==> src/rtl/sdac_pkg.sv <==
package sdac_pkg;
  typedef struct packed {
    logic ser_clk;
    logic ser_in;
    logic strobe_n;
    logic clear_n;
  } pins_t;

  localparam pins_t PINS_IDLE = '{ser_clk: 1'b0, ser_in: 1'b0, strobe_n: 1'b1, clear_n: 1'b1};
  localparam int    PINS_W    = $bits(pins_t);
endpackage

==> src/rtl/sdac_sync.sv <==
module sdac_sync #(
  parameter int              WIDTH  = 4,
  parameter int              STAGES = 2,
  parameter logic [WIDTH-1:0] IDLE  = '0
) (
  input  logic             clk,
  input  logic             rst,
  input  logic [WIDTH-1:0] d,
  output logic [WIDTH-1:0] q
);
  logic [STAGES-1:0][WIDTH-1:0] chain_q;

  generate
    if (STAGES == 1) begin : g_single
      always_ff @(posedge clk) begin
        if (rst) chain_q[0] <= IDLE;
        else     chain_q[0] <= d;
      end
    end else begin : g_multi
      always_ff @(posedge clk) begin
        if (rst) chain_q <= {STAGES{IDLE}};
        else     chain_q <= {chain_q[STAGES-2:0], d};
      end
    end
  endgenerate

  assign q = chain_q[STAGES-1];
endmodule

==> src/rtl/sdac_edges.sv <==
module sdac_edges (
  input  logic clk,
  input  logic rst,
  input  logic ser_clk_s,
  input  logic strobe_n_s,
  input  logic clear_n_s,
  output logic shift_en,
  output logic load_en,
  output logic clear_act
);
  logic gated_clk;
  logic gated_q;
  logic strobe_q;

  // serial clock passes only while the strobe is low; a strobe fall with the
  // clock high therefore produces a rising edge of its own
  assign gated_clk = ser_clk_s & ~strobe_n_s;

  always_ff @(posedge clk) begin
    if (rst) begin
      gated_q  <= 1'b0;
      strobe_q <= 1'b1;
    end else begin
      gated_q  <= gated_clk;
      strobe_q <= strobe_n_s;
    end
  end

  assign clear_act = ~clear_n_s;
  assign shift_en  = gated_clk & ~gated_q & clear_n_s;
  assign load_en   = strobe_n_s & ~strobe_q & clear_n_s;
endmodule

==> src/rtl/sdac_shift.sv <==
module sdac_shift #(
  parameter int WIDTH = 12
) (
  input  logic             clk,
  input  logic             rst,
  input  logic             clear,
  input  logic             shift_en,
  input  logic             din,
  output logic [WIDTH-1:0] word,
  output logic             dout
);
  always_ff @(posedge clk) begin
    if (rst || clear)  word <= '0;
    else if (shift_en) word <= {word[WIDTH-2:0], din};
  end

  assign dout = word[WIDTH-1];

  assert_clear_empties_shift_R6: assert property (@(posedge clk) disable iff (rst)
    clear |=> (word == '0));
endmodule

==> src/rtl/sdac_hold.sv <==
module sdac_hold #(
  parameter int WIDTH = 12
) (
  input  logic             clk,
  input  logic             rst,
  input  logic             clear,
  input  logic             load_en,
  input  logic [WIDTH-1:0] d,
  output logic [WIDTH-1:0] code
);
  always_ff @(posedge clk) begin
    if (rst || clear) code <= '0;
    else if (load_en) code <= d;
  end

  assert_hold_only_on_load_R4: assert property (@(posedge clk) disable iff (rst)
    (!load_en && !clear) |=> $stable(code));

  assert_clear_priority_R7: assert property (@(posedge clk) disable iff (rst)
    clear |=> (code == '0));
endmodule

==> src/rtl/sdac_front.sv <==
module sdac_front #(
  parameter int WIDTH       = 12,
  parameter int SYNC_STAGES = 2
) (
  input  logic             clk,
  input  logic             rst,
  input  logic             ser_clk,
  input  logic             ser_in,
  input  logic             strobe_n,
  input  logic             clear_n,
  output logic [WIDTH-1:0] dac_code,
  output logic             ser_out
);
  import sdac_pkg::*;

  pins_t            pins_raw;
  pins_t            pins_s;
  logic [PINS_W-1:0] pins_vec;
  logic             shift_en;
  logic             load_en;
  logic             clear_act;
  logic [WIDTH-1:0] shift_word;

  assign pins_raw = '{ser_clk: ser_clk, ser_in: ser_in, strobe_n: strobe_n, clear_n: clear_n};

  sdac_sync #(.WIDTH(PINS_W), .STAGES(SYNC_STAGES), .IDLE(PINS_IDLE)) sync_i (
    .clk (clk),
    .rst (rst),
    .d   (pins_raw),
    .q   (pins_vec)
  );
  assign pins_s = pins_t'(pins_vec);

  sdac_edges edges_i (
    .clk        (clk),
    .rst        (rst),
    .ser_clk_s  (pins_s.ser_clk),
    .strobe_n_s (pins_s.strobe_n),
    .clear_n_s  (pins_s.clear_n),
    .shift_en   (shift_en),
    .load_en    (load_en),
    .clear_act  (clear_act)
  );

  sdac_shift #(.WIDTH(WIDTH)) shift_i (
    .clk      (clk),
    .rst      (rst),
    .clear    (clear_act),
    .shift_en (shift_en),
    .din      (pins_s.ser_in),
    .word     (shift_word),
    .dout     (ser_out)
  );

  sdac_hold #(.WIDTH(WIDTH)) hold_i (
    .clk     (clk),
    .rst     (rst),
    .clear   (clear_act),
    .load_en (load_en),
    .d       (shift_word),
    .code    (dac_code)
  );

  assert_gated_when_high_R5: assert property (@(posedge clk) disable iff (rst)
    (pins_s.strobe_n && pins_s.clear_n) |=> $stable(shift_word));

  assert_ser_out_quiet_R8: assert property (@(posedge clk) disable iff (rst)
    (!shift_en && !clear_act) |=> $stable(ser_out));
endmodule

==> config.mk <==
export PLATFORM = sky130hd
export DESIGN_NAME = sdac_front
export DESIGN_NICKNAME = d
export VERILOG_FILES = /design/src/rtl/sdac_pkg.sv /design/src/rtl/sdac_sync.sv /design/src/rtl/sdac_edges.sv /design/src/rtl/sdac_shift.sv /design/src/rtl/sdac_hold.sv /design/src/rtl/sdac_front.sv
export SDC_FILE = /design/constraint.sdc
export NUM_CORES = 1
export LEC_CHECK = 0
export BUFFER_PORTS_ARGS = -buffer_cell sky130_fd_sc_hd__buf_2
export CORE_MARGIN = 4
export CORE_UTILIZATION = 45
export CTS_BUF_LIST = sky130_fd_sc_hd__clkbuf_4 sky130_fd_sc_hd__clkbuf_8 sky130_fd_sc_hd__clkbuf_16
export DETAILED_ROUTE_END_ITERATION = 10
export PLACE_DENSITY = 0.71
export SLEW_MARGIN = 20
export SYNTH_ARGS = -nofsm -noshare
export SYNTH_HDL_FRONTEND = slang
export SYNTH_SLANG_ARGS = --single-unit
==> constraint.sdc <==
create_clock -name clk -period 1 [get_ports clk]
set_input_delay 0.2 -clock clk [delete_from_list [all_inputs] [get_ports clk]]
set_output_delay 0.2 -clock clk [all_outputs]
set_load 0.01 [all_outputs]
Yosys cells after proc, flatten, opt, wreduce, memory -nomap -nowiden:

Cells that the tools add are included.

* flip-flop bits (word level): 34
* input port bits: 6

* bitwise gates (word level): 9
* reduce and logical (&&, ||, !) cells: 1

Operators by type and width (number)
* 1-bit bitwise AND: 5
* 1-bit NOT: 4
* 1-bit logical OR: 1

Depth between registers and ports, before layout:

Gate-level depths: netlist of run 1.

* depth after elaboration: 4
* depth in mapped cells: 4
* depth with buffers taken out: 2

Modules after synthesis:

Synthesis of run 1 repeated with hierarchy kept, for this count alone.

* cell total of the unflattened synthesis: 106
* area total of the unflattened synthesis: 1183.6 um^2

By module, submodules not included
* sdac_shift: instances 1, cells each 40, area an instance 435.4 um^2
* sdac_hold: instances 1, cells each 39, area an instance 427.9 um^2
* sdac_sync: instances 1, cells each 20, area an instance 240.2 um^2
* sdac_edges: instances 1, cells each 7, area an instance 80.1 um^2

Worst setup path after synthesis of run 1:

OpenSTA, ideal clock, no wires.

* path type: register to register
* start: register sync_i.chain_q (netlist bit sync_i.q[0])
* end: register shift_i.word[10]
* arrival: 0.987 ns
* required time: 0.928 ns
* path slack: -0.058 ns
* stages on the path, launching flop included: 5
* buffers on the path: 2
* cells stage by stage: dfxtp_1 > buf_6 > and4bb_4 > buf_12 > mux2i_1

* word-level cells in the longest chain between the ends: 2
* elaborated cells on any way between the ends: 3
* classes of those cells: bitwise (2); reduce/logical (1)

Ends and longest elaborated chain
* start, declared: RTL line sdac_sync.sv:11 `logic [STAGES-1:0][WIDTH-1:0] chain_q;`
* start signal, assigned: RTL line sdac_sync.sv:21 `if (rst) chain_q <= {STAGES{IDLE}};`
* start signal, assigned: RTL line sdac_sync.sv:22 `else chain_q <= {chain_q[STAGES-2:0], d};`
* 1-bit NOT: RTL line sdac_edges.sv:29 `assign clear_act = ~clear_n_s;`
* 1-bit logical OR: RTL line sdac_shift.sv:13 `if (rst || clear) word <= '0;`
* end signal, assigned: RTL line sdac_shift.sv:14 `else if (shift_en) word <= {word[WIDTH-2:0], din};`
* end, declared: RTL line sdac_shift.sv:9 `output logic [WIDTH-1:0] word,`

Several ways; a longest one is shown, not always the timed one.
A chain may end at the register's enable or synchronous reset.

Final worst setup path of run 1:

* start: register edges_i.gated_q
* end: register shift_i.word[7]

* word-level cells in the longest chain between the ends: 3

Ends and longest elaborated chain
* start, declared: RTL line sdac_edges.sv:12 `logic gated_q;`
* start signal, assigned: RTL line sdac_edges.sv:24 `gated_q <= gated_clk;`
* 1-bit NOT: RTL line sdac_edges.sv:30 `assign shift_en = gated_clk & ~gated_q & clear_n_s;`
* 1-bit bitwise AND (2 in series): RTL line sdac_edges.sv:30

Every way passes these cells.

==> results.toml, run 1 <==
[run_status]
status = "finished, violations left"
violations = "negative setup slack"

[clock_network]
clock_path_buffers = 2
cts.clk_slew.worst_paths_ns = 0.09
htreeDepth = 2
clk_latency_ns = 0.33
cts_buffers = 5
clock_sinks = 34
cts_tree = "done"
cts_root_buf = "clkbuf_4"

[synth]
synth-seq-area-share_pct = 53.7
syn_nets = 112
yosys_warnings = 0
syn-cell-area_mm2 = 0.00127
syn_avg_cell_area_um2 = 12.0
postSynthCellCount = 106
synth_seq_cells = 34
netlist-cell-type-count = 14

[hold_path]
worst_hold_path_type = "in2reg"
worstHoldStart = "strobe_n"

[global_routing]
grt_pass1_vias = 821
grt_antenna_before_repair = 0
grt_pass1_wl_um = 3680
grt_max_degree = 35
grtUsageTotal_pct = 13.5
overflow = 0

[placed_design]
dpl.hpwl_um = 1320
place_area_mm2 = 0.00136
gp_congestion = 0.647
post-place-ws_ns = -0.0808
io_buffers = 18

[setup_path]
cp-startpoint = "edges_i.gated_q$_SDFF_PP0_"
end_kind = "flop"
worstPathMaxFanout = 6
regToRegStartpoint = "edges_i.gated_q$_SDFF_PP0_"
crit_buf_inv = 0
cp_data_required_time_ns = 1.25
worst_path_max_delay_cell = "and4bb_4"
max_stage_delay_ns = 0.42
crit_type = "reg2reg"
crit_chain = "and4bb_4 -> mux2i_1"
start_kind = "flop"
cp_top_family = "simple AND/OR/NAND/NOR gates"
crit_arrival_ns = 1.28

[sta]
period_share_pct = 103
max_freq_ghz = 0.971
rsz0062_at_grt = "true"
relSlewSlack_pct = 70.0
hold_viol = 0
fin_ws_ns = -0.0301
post-route-min-period_ns = 1.03
final.setup_skew_ns = 0.0105
tightestPinTransition_ns = 0.450
setup_violations = 6
final-max-slew-violation-count = 0

[final_layout]
area_delta_synth_final_pct = 24.9
diodes = 0
num-fill-cells = 219
drive_above_1_share_pct = 43.1
final_cell_mix = "nand3b_1, mux2i_1, dfxtp_1"
multi_input_area_um2 = 538
nets = 135
layout_commonest_cell = "nand3b_1"
regArea_um2 = 703
postLayoutCellArea_mm2 = 0.00158
fin_util_pct = 61.1

[drt]
wirelength_um = 2210
vias = 825
first_pass_iters = 4
antenna_left = 0
dr.first_iter.drc_count = 54
drc = 0
post_drt_wl_per_cell_um = 13.8
drt-vias-per-instance = 5.16

[floorplanning]
die_x_um = 61.1
rows = 18
io_pins = 19
core_area_mm2 = 0.00259
start_util_pct = 48.9
die_h_um = 61.1
dieArea_mm2 = 0.00373

[power]
total_power_uw = 2260
ir_drop_uv = 1130
powerDensity_mw_per_mm2 = 1430
p_leak_uw = 0.000637

[run]
maxCapViolCount = 0
cell type report:
class | count | share of cell area, %
clock buffer | 7 | 3.72
multi-input combinational | 63 | 34.0
timing repair buffer | 24 | 14.9
clock inverter | 1 | 0.316
inverter | 1 | 0.237
tap | 30 | 2.37
sequential | 34 | 44.4
where the power goes:
part | switching [uW] | internal, uW | total, uW
registers | 9.38 | 1370 | 1380
logic | 40.1 | 50.5 | 90.6
clock network | 425 | 368 | 793
total | 475 | 1790 | 2260
routing by layer:
metal  wire [um]  up-vias  global-route usage [%]
met1        1070      386                    17.8
met5           0        -                       0
met2        1040       22                    20.1
met4           0        0                    3.72
met3         101        0                    6.29
li1            -      417                       -
Yosys cell counts:
master / instances / area share (%)
and3b_1: 1 / 0.69
and4bb_4: 1 / 1.3
buf_12: 1 / 1.6
buf_2: 3 / 1.2
buf_6: 1 / 0.89
clkbuf_1: 3 / 0.89
clkbuf_2: 1 / 0.39
dfxtp_1: 34 / 54
inv_1: 1 / 0.30
mux2i_1: 24 / 19
nand3b_1: 26 / 15
nor2_1: 1 / 0.30
nor2b_1: 4 / 2.0
or2_2: 5 / 2.5
kinds of logic after synthesis:
kind of cell / synth area share [%]
DFF: 53.7
buffers and inverters: 5.23
and+or+nand+nor: 22.1
muxes: 19.0
sequential cells by signal, indices dropped and copies added, names as in the netlist:
register	count
shift_i.word	12
edges_i.gated_q	1
sync_i.q	4
hold_i.code	12
sync_i.chain_q	4
edges_i.strobe_q	1
through the flow:
stage          TNS, ns  hold slack [ns]  std cells
5_1_grt         -0.975           0.0276        160
6_report        -0.131           0.0516        160
2_1_floorplan   -0.442            0.304        106
3_5_place_dp    -0.993            0.387        148
4_1_cts         -0.415           0.0334        159
3_3_place_gp    -0.422            0.383        148
worst paths after layout:
kind | end | depth (start not counted) | slack, ns
max | shift_i.word[7]$_SDFFE_PP0P_ | 2 | -0.03
min | sync_i.chain_q[1]$_SDFF_PP1_ | 2 | 0.05
max reg2reg | shift_i.word[7]$_SDFFE_PP0P_ | 2 | -0.03
min reg2reg | sync_i.q[1]$_SDFF_PP1_ | 1 | 0.42
what timing repair did:
action | 4_1_cts | 5_1_grt
setup endpoints to repair | 26 | 37
resized for setup | 13 | 23
pin swaps | 1 | 5
hold endpoints to repair | 0 | 0
buffers inserted | 2 | 1
hold buffers | 0 | 0
gates cloned | 1 | 0
Note: power is estimated with default switching activity, not from simulation.
==> inputs of run 2 (changes only) <==
--- a/config.mk
+++ b/config.mk
@@ -10,7 +10,7 @@
 export CORE_UTILIZATION = 45
 export CTS_BUF_LIST = sky130_fd_sc_hd__clkbuf_4 sky130_fd_sc_hd__clkbuf_8 sky130_fd_sc_hd__clkbuf_16
 export DETAILED_ROUTE_END_ITERATION = 10
-export PLACE_DENSITY = 0.71
+export PLACE_DENSITY = 0.68
 export SLEW_MARGIN = 20
 export SYNTH_ARGS = -nofsm -noshare
 export SYNTH_HDL_FRONTEND = slang
==> constraint.sdc (replaced) <==
create_clock -name clk -period 1.2 [get_ports clk]
set_input_delay 0.24 -clock clk [delete_from_list [all_inputs] [get_ports clk]]
set_output_delay 0.24 -clock clk [all_outputs]
set_load 0.01 [all_outputs]
==> results.toml, run 2 (same netlist as run 1, synthesis figures left out) <==
[drt]
antenna_left = 0
dr.first_iter.drc_count = 28
wirelength_um = 2160
drc = 0
vias = 782
first_pass_iters = 4
drt-vias-per-instance = 5.08
post_drt_wl_per_cell_um = 14.0

[setup_path]
cp_data_required_time_ns = 1.46
end_kind = "flop"
crit_arrival_ns = 1.39
crit_type = "reg2reg"
start_kind = "flop"
worstPathMaxFanout = 12

[power]
powerDensity_mw_per_mm2 = 1300
ir_drop_uv = 961
p_leak_uw = 0.000585

[sta]
max_freq_ghz = 0.884
relSlewSlack_pct = 70.2
tightestPinTransition_ns = 0.447
final.setup_skew_ns = 0.0122
rsz0062_at_grt = "false"
setup_violations = 0
final-max-slew-violation-count = 0
tns_ns = 0
period_share_pct = 94.3
post-route-min-period_ns = 1.13
hold_viol = 0

[global_routing]
grtUsageTotal_pct = 14.0
overflow = 0
grt_antenna_before_repair = 0
grt_pass1_vias = 813
grt_pass1_wl_um = 3610
grt_max_degree = 35

[clock_network]
cts_buffers = 5
clock_path_buffers = 2
hold_buffers = 0
postCtsSetupBuffers = 0
cts_root_buf = "clkbuf_4"
cts_tree = "done"
cts_resized = 0
cts.clk_slew.worst_paths_ns = 0.09
clock_sinks = 34
clk_latency_ns = 0.33
htreeDepth = 2

[placed_design]
dp.cells = 148
io_buffers = 18
gp_congestion = 0.669
dpl.hpwl_um = 1370

[floorplanning]
core_area_mm2 = 0.00259
die_h_um = 61.1
rows = 18
dieArea_mm2 = 0.00373
die_x_um = 61.1
io_pins = 19
start_util_pct = 48.9

[final_layout]
fin_cells = 154
layout_commonest_cell = "dfxtp_1"
final_cell_mix = "dfxtp_1, nand3b_1, mux2i_1"
top_regs = "hold_i.code x12, shift_i.word x12"
diodes = 0
area_delta_synth_final_pct = 11.0
nets = 131
drive_above_1_share_pct = 26.6

[run]
maxCapViolCount = 0

[hold_path]
worst_hold_path_type = "in2reg"

[run_status]
status = "completed"
-- run 2: cell count changes in the layout (fill, tap and decap cells not counted), moves of 13 or more --
cell     before  now
buf_2         5   18
dfxtp_2      15    0
dfxtp_1      18   34
buf_6        15    0
-- run 2: critical path: stages (launching register included) --
cell	delay (ns)
dfxtp_1	0.42
and4bb_4	0.43
mux2i_1	0.21
-- run 2: power breakdown --
group	internal (uW)	switching [uW]
registers	1140	5.63
clock network	264	344
logic	36.5	32.9
-- run 2: area by class of cell --
cell class	instances	area [um^2]
multi-input cells	62	520
inverters	1	3.75
fillers	239	1180
well taps	30	37.5
clock buffers	6	51.3
flip-flops and latches	34	681
repair buffers	21	113
-- run 2: routing by layer --
| metal | global-route usage, % | wire length [um] | vias to the layer above |
|---|---|---|---|
| li1 | - | - | 400 |
| met1 | 16.1 | 1050 | 364 |
| met2 | 20.4 | 971 | 14 |
| met3 | 7.55 | 100 | 4 |
| met4 | 8.36 | 36 | 0 |
| met5 | 0 | 0 | - |
-- run 2: worst paths after layout --
kind | to | cells after the start | startpoint | slack [ns]
max reg2reg | shift_i.word[2]$_SDFFE_PP0P_ | 2 | sync_i.q[0]$_SDFF_PP1_ | 0.07
min reg2reg | sync_i.q[0]$_SDFF_PP1_ | 1 | sync_i.chain_q[0]$_SDFF_PP1_ | 0.41
min | sync_i.chain_q[1]$_SDFF_PP1_ | 2 | strobe_n | 0.09
max | shift_i.word[2]$_SDFFE_PP0P_ | 2 | sync_i.q[0]$_SDFF_PP1_ | 0.07
-- run 2: through the flow --
stage / setup WS [ns] / hold slack (ns) / utilization [%] / cell area, um^2 / total power [uW]
2_1_floorplan: 0.142 / 0.344 / - / 1270 / 1230
3_3_place_gp: 0.116 / 0.395 / 52.3 / 1360 / 1240
3_5_place_dp: 0.0919 / 0.396 / 52.3 / 1360 / 1240
4_1_cts: 0.0690 / 0.0768 / 54.3 / 1410 / 1850
5_1_grt: 0.000186 / 0.0599 / 54.3 / 1410 / 1930
6_report: 0.0685 / 0.0887 / 54.3 / 1410 / 1820
==> inputs of run 3 (changes only) <==
--- a/config.mk
+++ b/config.mk
@@ -10,8 +10,9 @@
 export CORE_UTILIZATION = 45
 export CTS_BUF_LIST = sky130_fd_sc_hd__clkbuf_4 sky130_fd_sc_hd__clkbuf_8 sky130_fd_sc_hd__clkbuf_16
 export DETAILED_ROUTE_END_ITERATION = 10
-export PLACE_DENSITY = 0.68
+export PLACE_DENSITY = 0.69
 export SLEW_MARGIN = 20
 export SYNTH_ARGS = -nofsm -noshare
 export SYNTH_HDL_FRONTEND = slang
+export SYNTH_HIERARCHICAL = 1
 export SYNTH_SLANG_ARGS = --single-unit
==> results.toml, run 3 <==
[sta]
rsz0062_at_grt = "true"
post-route-min-period_ns = 1.16
max_freq_ghz = 0.860
final-max-slew-violation-count = 0
setup_violations = 0
tightestPinTransition_ns = 0.476
relSlewSlack_pct = 68.3
period_share_pct = 96.9
final.setup_skew_ns = 0.00886
hold_viol = 0
holdWs_ns = 0.0914

[drt]
wirelength_um = 1830
drt-vias-per-instance = 4.60
post_drt_wl_per_cell_um = 11.8
vias = 713
antenna_left = 0
dr.first_iter.drc_count = 8
first_pass_iters = 3
drc = 0

[clock_network]
cts_resized = 0
clk_latency_ns = 0.33
postCtsSetupBuffers = 0
htreeDepth = 2
cts_buffers = 5
hold_buffers = 0
clock_sinks = 34
cts_tree = "done"
cts_root_buf = "clkbuf_4"
cts.clk_slew.worst_paths_ns = 0.10
clock_path_buffers = 2

[global_routing]
grtUsageTotal_pct = 12.6
grt_antenna_before_repair = 0
overflow = 0
grt_max_degree = 13
grt_pass1_wl_um = 3140
grt_pass1_vias = 709

[power]
seqPwrFrac_pct = 58.4
p_leak_uw = 0.000539
ir_drop_uv = 1040
pwr-share-comb_pct = 2.9
internal_power_uw = 1570
total_power_uw = 1960
swShare_pct = 20.2
clockPowerShare_pct = 38.7
p_sw_uw = 396
powerDensity_mw_per_mm2 = 1440

[final_layout]
top_regs = "hold_i/code x12, shift_i/word x12"
drive_above_1_share_pct = 25.6
nets = 130
diodes = 0
final_cell_mix = "dfxtp_1, mux2i_1, nor2_1"
multi_input_area_um2 = 429
num-fill-cells = 229
regArea_um2 = 683
layout_commonest_cell = "dfxtp_1"
area_delta_synth_final_pct = 15.1
fin_cells = 155

[synth]
postSynthCellCount = 106
synthTopCellsByArea = "dfxtp_1, mux2i_1, nor2_1, or2_1, buf_4"
synthTopCellsByCount = "dfxtp_1, mux2i_1, nor2_1, or2_1, buf_4"
syn_avg_cell_area_um2 = 11.2
yosysMostFrequentCell = "dfxtp_1"
yosys_warnings = 6
syn_nets = 112
syn-cell-area_mm2 = 0.00118
synth_edf_count = 0
synth-seq-area-share_pct = 57.5
synth_seq_cells = 34
synth_top_cell_by_area = "dfxtp_1"
synthDominantCellAreaShare_pct = 57.5
synthArstFlopShare_pct = 0
ys.flop_type = "dfxtp_1"
netlist-cell-type-count = 12

[floorplanning]
core_area_mm2 = 0.00250
io_pins = 19
start_util_pct = 47.3
dieArea_mm2 = 0.00351
die_h_um = 59.3
rows = 18
die_x_um = 59.3

[setup_path]
worstPathMaxFanout = 12
rr_worst_depth = 4
end_kind = "flop"
start_kind = "flop"
crit_type = "reg2reg"
cp_data_required_time_ns = 1.41
crit_arrival_ns = 1.38

[run]
maxCapViolCount = 0

[hold_path]
holdPathStages = 2
worst_hold_path_type = "in2reg"

[placed_design]
gp_congestion = 0.660
io_buffers = 18
dp.cells = 147
dpl.hpwl_um = 1220

[run_status]
status = "completed"
[run 3: cell count changes after synthesis, sizes merged]
cell | before | now
nor2 | 1 | 24
buf | 5 | 9
or2 | 5 | 7
nand3b | 26 | 0
clkbuf | 4 | 0
nor3b | 0 | 1
[run 3: metal layers]
layer / GRT usage, % / vias to the layer above / part of all wire [%]
met1: 14.1 / 316 / 48
li1: - / 375 / -
met4: 7.77 / 0 / 2.6
met3: 6.75 / 7 / 6.0
met5: 0 / - / 0
met2: 18.6 / 15 / 43
[run 3: kinds of logic (layout without fill, tap and decap cells)]
group	Yosys count	after routing	share of synthesized area (%)
buf+inv	10	29	6.24
flops	34	34	57.5
mux	24	24	20.3
simple gates	38	38	16.0
[run 3: path summary, 6_finish.rpt]
path / slack, ns / start / end
min reg2reg: 0.41 / sync_i/chain_q[0]$_SDFF_PP1_ / sync_i/q[0]$_SDFF_PP1_
max reg2reg: 0.04 / sync_i/q[1]$_SDFF_PP1_ / shift_i/word[9]$_SDFFE_PP0P_
min: 0.09 / clear_n / sync_i/chain_q[0]$_SDFF_PP1_
max: 0.04 / sync_i/q[1]$_SDFF_PP1_ / shift_i/word[9]$_SDFFE_PP0P_
[run 3: layout make-up]
type                            count  share of cell area (%)
Sequential cell                    34                    50.1
Clock buffer                        8                    5.79
Tap cell                           30                    2.75
Timing Repair Buffer               20                    9.55
Inverter                            1                   0.275
Multi-Input combinational cell     62                    31.5
[run 3: through the flow]
| stage | instance area (um^2) | setup WS (ns) | setup TNS [ns] | util [%] |
|---|---|---|---|---|
| after global placement | 1280 | 0.0685 | 0 | 51.3 |
| after CTS | 1360 | 0.0237 | 0 | 54.4 |
| after floorplan | 1180 | -0.0334 | -0.334 | - |
| final | 1360 | 0.0376 | 0 | 54.5 |
| after detailed placement | 1280 | 0.0239 | 0 | 51.3 |
| after global routing | 1360 | -0.0246 | -0.0964 | 54.5 |
[run 3: critical path, cell delays in order, from the launching register on]
cell and delay [ns]:
dfxtp_2 0.34, and4bb_2 0.31, buf_12 0.15, mux2i_1 0.20, nor2_1 0.06
[run 3: power groups by stage]
stage	clock network (uW)	logic [uW]	registers, uW
after floorplan	0	46.0	1170
after global placement	0	55.9	1170
after detailed placement	0	56.8	1170
after CTS	794	56.9	1150
after global routing	850	62.1	1150
final	760	56.4	1150
